**config.mk**
```make
export PLATFORM = sky130hd
export DESIGN_NAME = raw_bypass_ctl
export DESIGN_NICKNAME = d
export VERILOG_FILES = /design/src/rtl/raw_bypass_pkg.sv /design/src/rtl/rbc_src_route.sv /design/src/rtl/rbc_stage_track.sv /design/src/rtl/raw_bypass_ctl.sv
export SDC_FILE = /design/constraint.sdc
export NUM_CORES = 1
export LEC_CHECK = 0
export CORE_AREA = 2 2 47 53
export DETAILED_ROUTE_END_ITERATION = 12
export DIE_AREA = 0 0 49 55
export GPL_ROUTABILITY_DRIVEN = 0
export PLACE_DENSITY = 0.75
export SLEW_MARGIN = 20
export SYNTH_ARGS = -nofsm -noshare
export SYNTH_HDL_FRONTEND = slang
export SYNTH_SLANG_ARGS = --single-unit
```
**constraint.sdc**
```tcl
create_clock -name clk -period 3.2 [get_ports clk]
set_input_delay 0.32 -clock clk [delete_from_list [all_inputs] [get_ports clk]]
set_output_delay 0.32 -clock clk [all_outputs]
set_load 0.02 [all_outputs]
```
**src/rtl/raw_bypass_pkg.sv**
```systemverilog
package raw_bypass_pkg;

    // Operand multiplexer select codes
    typedef enum logic [1:0] {
        ROUTE_RF = 2'b00,
        ROUTE_EX = 2'b01,
        ROUTE_WB = 2'b10
    } route_e;

endpackage

```
**src/rtl/rbc_src_route.sv**
```systemverilog
module rbc_src_route
    import raw_bypass_pkg::*;
#(
    parameter int REG_W = 5
) (
    input  logic             clk,
    input  logic             rst_n,
    input  logic             use_i,
    input  logic [REG_W-1:0] src_i,
    input  logic             ex_wr_i,
    input  logic             ex_ld_i,
    input  logic [REG_W-1:0] ex_dst_i,
    input  logic             wb_wr_i,
    input  logic [REG_W-1:0] wb_dst_i,
    output route_e           route_o,
    output logic             need_rf_o,
    output logic             load_wait_o
);

    logic src_live;
    logic ex_hit;
    logic wb_hit;

    always_comb begin
        src_live    = use_i && (src_i != '0);
        ex_hit      = src_live && ex_wr_i && (ex_dst_i == src_i);
        wb_hit      = src_live && wb_wr_i && (wb_dst_i == src_i);
        // the younger producer in execute has priority
        if (ex_hit) begin
            route_o = ROUTE_EX;
        end else if (wb_hit) begin
            route_o = ROUTE_WB;
        end else begin
            route_o = ROUTE_RF;
        end
        need_rf_o   = src_live && !ex_hit && !wb_hit;
        load_wait_o = ex_hit && ex_ld_i;
    end


    src_zero_or_idle_chk: assert property (@(posedge clk) disable iff (!rst_n)
        (!use_i || (src_i == '0)) |-> (route_o == ROUTE_RF) && !load_wait_o && !need_rf_o);


    ex_route_chk: assert property (@(posedge clk) disable iff (!rst_n)
        (route_o == ROUTE_EX) |-> ex_wr_i && (ex_dst_i == src_i));


    wb_route_chk: assert property (@(posedge clk) disable iff (!rst_n)
        (route_o == ROUTE_WB) |-> wb_wr_i && (wb_dst_i == src_i));

endmodule

```
**src/rtl/rbc_stage_track.sv**
```systemverilog
module rbc_stage_track #(
    parameter int REG_W = 5
) (
    input  logic             clk,
    input  logic             rst_n,
    input  logic             hold_i,
    input  logic             flush_i,
    input  logic             in_wr_i,
    input  logic             in_ld_i,
    input  logic [REG_W-1:0] in_dst_i,
    output logic             ex_wr_o,
    output logic             ex_ld_o,
    output logic [REG_W-1:0] ex_dst_o,
    output logic             wb_wr_o,
    output logic [REG_W-1:0] wb_dst_o
);

    typedef struct packed {
        logic             wr;
        logic             ld;
        logic [REG_W-1:0] dst;
    } ex_slot_t;

    typedef struct packed {
        logic             wr;
        logic [REG_W-1:0] dst;
    } wb_slot_t;

    typedef struct packed {
        ex_slot_t ex;
        wb_slot_t wb;
    } track_t;

    track_t   st_d, st_q;
    ex_slot_t in_slot;

    always_comb begin
        in_slot.wr  = in_wr_i;
        in_slot.ld  = in_ld_i;
        in_slot.dst = in_dst_i;
        st_d        = st_q;
        if (hold_i) begin
            // execute keeps its instruction, write back receives an empty slot
            st_d.ex = st_q.ex;
            st_d.wb = '0;
        end else begin
            st_d.wb.wr  = st_q.ex.wr;
            st_d.wb.dst = st_q.ex.dst;
            st_d.ex     = flush_i ? '0 : in_slot;
        end
    end

    always_ff @(posedge clk or negedge rst_n) begin
        if (!rst_n) begin
            st_q <= '0;
        end else begin
            st_q <= st_d;
        end
    end

    assign ex_wr_o  = st_q.ex.wr;
    assign ex_ld_o  = st_q.ex.ld;
    assign ex_dst_o = st_q.ex.dst;
    assign wb_wr_o  = st_q.wb.wr;
    assign wb_dst_o = st_q.wb.dst;


    busy_holds_ex_chk: assert property (@(posedge clk) disable iff (!rst_n)
        hold_i |=> (st_q.ex == $past(st_q.ex)) && !st_q.wb.wr);


    advance_chk: assert property (@(posedge clk) disable iff (!rst_n)
        (!hold_i && !flush_i) |=> (st_q.ex == $past(in_slot)));

endmodule

```
**src/rtl/raw_bypass_ctl.sv**
```systemverilog
module raw_bypass_ctl
    import raw_bypass_pkg::*;
#(
    parameter int REG_W = 5
) (
    input  logic             clk,
    input  logic             rst_n,
    input  logic             of_use_a_i,
    input  logic [REG_W-1:0] of_src_a_i,
    input  logic             of_use_b_i,
    input  logic [REG_W-1:0] of_src_b_i,
    input  logic             of_wr_i,
    input  logic             of_ld_i,
    input  logic [REG_W-1:0] of_dst_i,
    input  logic             mc_busy_i,
    output logic [1:0]       sel_a_o,
    output logic [1:0]       sel_b_o,
    output logic             stall_o,
    output logic             bubble_o
);

    localparam int NUM_SRC = 2;

    logic             ex_wr;
    logic             ex_ld;
    logic [REG_W-1:0] ex_dst;
    logic             wb_wr;
    logic [REG_W-1:0] wb_dst;

    logic             use_arr [NUM_SRC];
    logic [REG_W-1:0] src_arr [NUM_SRC];
    route_e           route_arr [NUM_SRC];
    logic [NUM_SRC-1:0] need_rf;
    logic [NUM_SRC-1:0] load_wait;

    logic load_use;
    logic port_clash;
    logic hazard;

    assign use_arr[0] = of_use_a_i;
    assign src_arr[0] = of_src_a_i;
    assign use_arr[1] = of_use_b_i;
    assign src_arr[1] = of_src_b_i;

    for (genvar g = 0; g < NUM_SRC; g++) begin : g_src
        rbc_src_route #(.REG_W(REG_W)) u_route (
            .clk         (clk),
            .rst_n       (rst_n),
            .use_i       (use_arr[g]),
            .src_i       (src_arr[g]),
            .ex_wr_i     (ex_wr),
            .ex_ld_i     (ex_ld),
            .ex_dst_i    (ex_dst),
            .wb_wr_i     (wb_wr),
            .wb_dst_i    (wb_dst),
            .route_o     (route_arr[g]),
            .need_rf_o   (need_rf[g]),
            .load_wait_o (load_wait[g])
        );
    end

    always_comb begin
        load_use   = |load_wait;
        // a write to register 0 is discarded and takes no port
        port_clash = wb_wr && (wb_dst != '0) && (|need_rf);
        hazard     = load_use || port_clash;
        stall_o    = mc_busy_i || hazard;
        bubble_o   = !mc_busy_i && hazard;
        sel_a_o    = route_arr[0];
        sel_b_o    = route_arr[1];
    end

    rbc_stage_track #(.REG_W(REG_W)) u_track (
        .clk      (clk),
        .rst_n    (rst_n),
        .hold_i   (mc_busy_i),
        .flush_i  (bubble_o),
        .in_wr_i  (of_wr_i),
        .in_ld_i  (of_ld_i),
        .in_dst_i (of_dst_i),
        .ex_wr_o  (ex_wr),
        .ex_ld_o  (ex_ld),
        .ex_dst_o (ex_dst),
        .wb_wr_o  (wb_wr),
        .wb_dst_o (wb_dst)
    );


    bubble_empties_ex_chk: assert property (@(posedge clk) disable iff (!rst_n)
        bubble_o |=> !ex_wr && (sel_a_o != ROUTE_EX) && (sel_b_o != ROUTE_EX));


    stall_source_chk: assert property (@(posedge clk) disable iff (!rst_n)
        stall_o |-> (mc_busy_i != bubble_o));

endmodule

```
# == Yosys cells after proc, flatten, opt, wreduce, memory -nomap -nowiden ==
# Cells that the tools add are included.
# totals
output_inout_bits,6
reg_bits,13
# op_classes
n_mux,6
n_eq_ne,4
reduce_logical,31
# op_table
operator,n
$eq 5x5->1,4
$logic_and 1x1->1,19
$reduce_bool 5->1,3
$mux 2,4
$mux 7,1
$mux 6,1
$logic_not 1->1,5
$reduce_or 2->1,2
$logic_or 1x1->1,2

# == Longest topological paths before layout ==
# logic_depth
word_depth,12
ltp_mapped,6
ltp_nobuf,5

# == Cells and area by module ==
# From an unflattened synthesis, not the netlist that was laid out.
# hier_totals
hier_cells,81
area_unflattened_um2,820.8
# modules_own_cells
module,cells_each,area_per_inst_um2,instances,seq_area_each_um2
rbc_stage_track,30,450.4,1,325.3
rbc_src_route,22,165.2,2,0.0
raw_bypass_ctl,7,40.0,1,0.0

# == Worst setup path before layout ==
# Ideal clock, no wire load.
# synth_path
path_kind,register to output
start,"register u_track.st_q, in the netlist u_track.wb_dst_o[1]"
end,output stall_o
arrival_time_ns,1.781
setup_slack_ns,1.099
stages_incl_launch_ff,6
n_path_buf,0
path_cell_list,dfrtp_1 or4_1 o21ai_1 a31o_1 o22ai_4 or3_1
# synth_between
elab_chain_len,8
elab_cells_between_ends,14
# synth_lines
item,line_no,text
start: declaration,rbc_stage_track.sv:34,"track_t st_d, st_q;"
start signal: assignment,rbc_stage_track.sv:57,st_q <= st_d;
$eq 5x5->1,rbc_src_route.sv:27,wb_hit = src_live && wb_wr_i && (wb_dst_i == src_i);
$logic_and 1x1->1,rbc_src_route.sv:27,
$logic_not 1->1,rbc_src_route.sv:36,need_rf_o = src_live && !ex_hit && !wb_hit;
$logic_and 1x1->1,rbc_src_route.sv:36,
$reduce_or 2->1,raw_bypass_ctl.sv:65,port_clash = wb_wr && (wb_dst != '0) && (|need_rf);
$logic_and 1x1->1 (*),raw_bypass_ctl.sv:65,
$logic_or 1x1->1 (*),raw_bypass_ctl.sv:66,hazard = load_use || port_clash;
$logic_or 1x1->1 (*),raw_bypass_ctl.sv:67,stall_o = mc_busy_i || hazard;
end: declaration,raw_bypass_ctl.sv:18,"output logic stall_o,"
# Every way passes the cells marked *; elsewhere a longest branch is shown, timed or not.

# == Final worst setup path ==
# layout_path
start,input of_src_a_i[4]
end,output stall_o
# layout_between
elab_chain_len,11
elab_cells_between_ends,18
# layout_lines
item,line_no,text
start: declaration,raw_bypass_ctl.sv:9,"input logic [REG_W-1:0] of_src_a_i,"
$reduce_bool 5->1,rbc_src_route.sv:25,src_live = use_i && (src_i != '0);
$logic_and 1x1->1,rbc_src_route.sv:25,
$logic_and 1x1->1 (2 in series),rbc_src_route.sv:26,ex_hit = src_live && ex_wr_i && (ex_dst_i == src_i);
$logic_not 1->1,rbc_src_route.sv:36,
$logic_and 1x1->1 (2 in series),rbc_src_route.sv:36,
$reduce_or 2->1,raw_bypass_ctl.sv:65,
$logic_and 1x1->1,raw_bypass_ctl.sv:65,
$logic_or 1x1->1 (*),raw_bypass_ctl.sv:66,
$logic_or 1x1->1 (*),raw_bypass_ctl.sv:67,
# Marks and branches as above.

==> impl_metrics.json <==
{
  "ant_nets": 0,
  "pin_count": 28,
  "synth_nets": 113,
  "multi_input_area_um2": 534,
  "seqCellArea_um2": 325,
  "hold_viol_final": 0,
  "grt_max_degree": 23,
  "cts_tree": "yes",
  "setup_tns_ps": 0,
  "firstDrtPassIters": 3,
  "fin_nets": 144,
  "ir_drop_mv": 0.276,
  "utilization": 0.572,
  "skew_ps": 8.88,
  "hold_slack_ps": 416,
  "synth-compound-area-share": 0.220,
  "fmax_mhz": 330,
  "ys_seq_area_frac": 0.354,
  "viasPerCell": 5.08,
  "hpwlAfterDp_um": 1740,
  "cp.required_ps": 2880,
  "synthMuxAreaShare": 0,
  "ys_types": 28,
  "rows": 18,
  "syn_avg_cell_area_um2": 10.1,
  "finalCritPeriodShare": 0.946,
  "start_util": 0.421,
  "worst_pin_slew_ps": 597,
  "post-route-drc-count": 0,
  "core_area_mm2": 0.00218,
  "synth_edf_count": 0,
  "cap_violations": 0,
  "slew_headroom": 0.601,
  "critical_path.max_fanout": 6,
  "timing.final.max_slew_violations": 0,
  "ys_ff_latch": 13,
  "grt_pass1_wl_um": 3470,
  "synthCells": 91,
  "ys_warn_count": 0,
  "critPathLaunchType": "primary input",
  "status": "completed",
  "antenna_found_initial": 0,
  "synthToLayoutAreaGrowth_pct": 35.9,
  "vias": 767,
  "rsz0062_at_grt": "no",
  "die_area_mm2": 0.00270,
  "synth_top_family_by_area": "compound AO/OA/AOI/OAI gates",
  "hold_class": "in -> async",
  "powerDensity_mw_per_mm2": 346,
  "post_cts_resized": 0,
  "grt_usage": 0.178,
  "synth-simple-area-share": 0.170,
  "r2r_start": "u_track.wb_dst_o[1]$_DFF_PN0_",
  "grt.overflow.total": 0,
  "h-tree-depth": 1,
  "min_period_ps": 3030,
  "synth_xor_area_frac": 0.190,
  "clockBufferDepth": 2,
  "die_height_um": 55,
  "clk_pin_slew_ps": 80,
  "port-buffer-count": 27,
  "setup_violations": 0,
  "end_kind": "primary output",
  "critPathArrivalTime_ps": 2710,
  "drtIter0Drc": 4,
  "ctsRootBufferMaster": "clkbuf_4",
  "die_w_um": 49,
  "holdBufCountCts": 0,
  "async_reset_ff_frac": 1.00,
  "drive_gt1_frac": 0.165,
  "leakagePower_nw": 0.517,
  "synth_ff_type": "dfrtp_1",
  "synth_fa_ha_area_frac": 0,
  "critPathLaunch": "of_src_a_i[4]",
  "fill_cells": 216,
  "cts_setup_buffers": 0,
  "p_total_uw": 432,
  "worstSetupPathType": "in -> out",
  "clkSinkCount": 13,
  "grt_pass1_vias": 776,
  "antennaDiodeCount": 0,
  "clk_latency_ps": 270,
  "avgRoutedWirePerCell_um": 13.8,
  "synthesis.area_um2": 920,
  "wl_um": 2080,
  "cts_buffers": 3
}
synth_stat cells (all sizes together), types with 3 or more instances:
master	count	area [um^2]
buf	4	30.0
dfrtp	13	325
inv	7	26.3
nand2	9	33.8
nor2b	6	37.5
o21ai	3	18.8
o41ai	7	106
or4	3	26.3
xnor2	12	105
xor2	8	70.1
worst max-delay path, stage by stage:
cell and delay [ps]:
clkdlybuf4s50_1 470, or4_1 540, o21ai_1 160, o21bai_2 180, o22ai_4 130, or3_1 350, clkdlybuf4s50_1 550
kinds of logic (layout without fill, tap and decap cells):
kind of cell           Yosys count  in the layout
AO/OA/AOI/OAI                   17             17
flip-flops                      13             13
AND/OR/NAND/NOR                 29             29
XOR/XNOR                        20             20
buffers and inverters           12             42
where the power goes:
group          internal [mW]  switching, mW  total [mW]
sequential             0.180         0.0198       0.200
clock                 0.0483         0.0530       0.101
combinational         0.0744         0.0568       0.131
placed cells by master, fill, tap and decap left out, drive strengths merged:
| cell type | instances |
|---|---|
| nor3 | 2 |
| nand2 | 9 |
| nand3 | 2 |
| nor4 | 2 |
| o21bai | 2 |
| clkbuf | 4 |
| o21a | 1 |
| nand4 | 2 |
| o22ai | 1 |
| dfrtp | 13 |
| o41ai | 7 |
| inv | 7 |
| xnor2 | 12 |
| buf | 4 |
| o21ba | 1 |
| xor2 | 8 |
| a31o | 2 |
| nor2b | 6 |
| nor2 | 2 |
| o21ai | 3 |
| clkdlybuf4s50 | 27 |
| or3 | 1 |
| or4 | 3 |
worst paths after layout:
kind                                              endpoint  slack, ps  depth (start not counted)
min reg2reg                    u_track.ex_ld_o$_DFFE_PN0N_        490                          2
min                            u_track.ex_ld_o$_DFFE_PN0N_        420                          1
max                                                stall_o        170                          7
max in group asynchronous    u_track.wb_dst_o[0]$_DFF_PN0_       2390                          1
max reg2reg                u_track.ex_dst_o[0]$_DFFE_PN0N_       1190                          6
min in group clk               u_track.ex_ld_o$_DFFE_PN0N_        490                          2
state kept, by name, indices dropped and copies added (netlist names):
register	count
u_track.ex_ld_o	1
u_track.wb_dst_o	5
u_track.wb_wr_o	1
u_track.ex_dst_o	5
u_track.ex_wr_o	1
cell type report:
type,count,area share
flip-flops and latches,13,0.260
repair buffers,31,0.240
clock buffers,4,0.0210
multi-input cells,66,0.427
well taps,30,0.0300
inverters,7,0.0210
through the flow:
step / worst slack, ps / cells / area, um^2
floorplan: 1100 / 91 / 920
global placement: 199 / 147 / 1220
detailed placement: 163 / 147 / 1220
CTS: 161 / 151 / 1250
global route: 14.9 / 151 / 1250
finish: 171 / 151 / 1250
metal layers:
layer	global-route usage	part of all wire	vias to the layer above
li1	-	-	376
met2	0.315	0.53	24
met1	0.192	0.40	359
met4	0.124	0.029	0
met5	0	0	-
met3	0.0457	0.044	8
(Power assumes the default switching activity.)
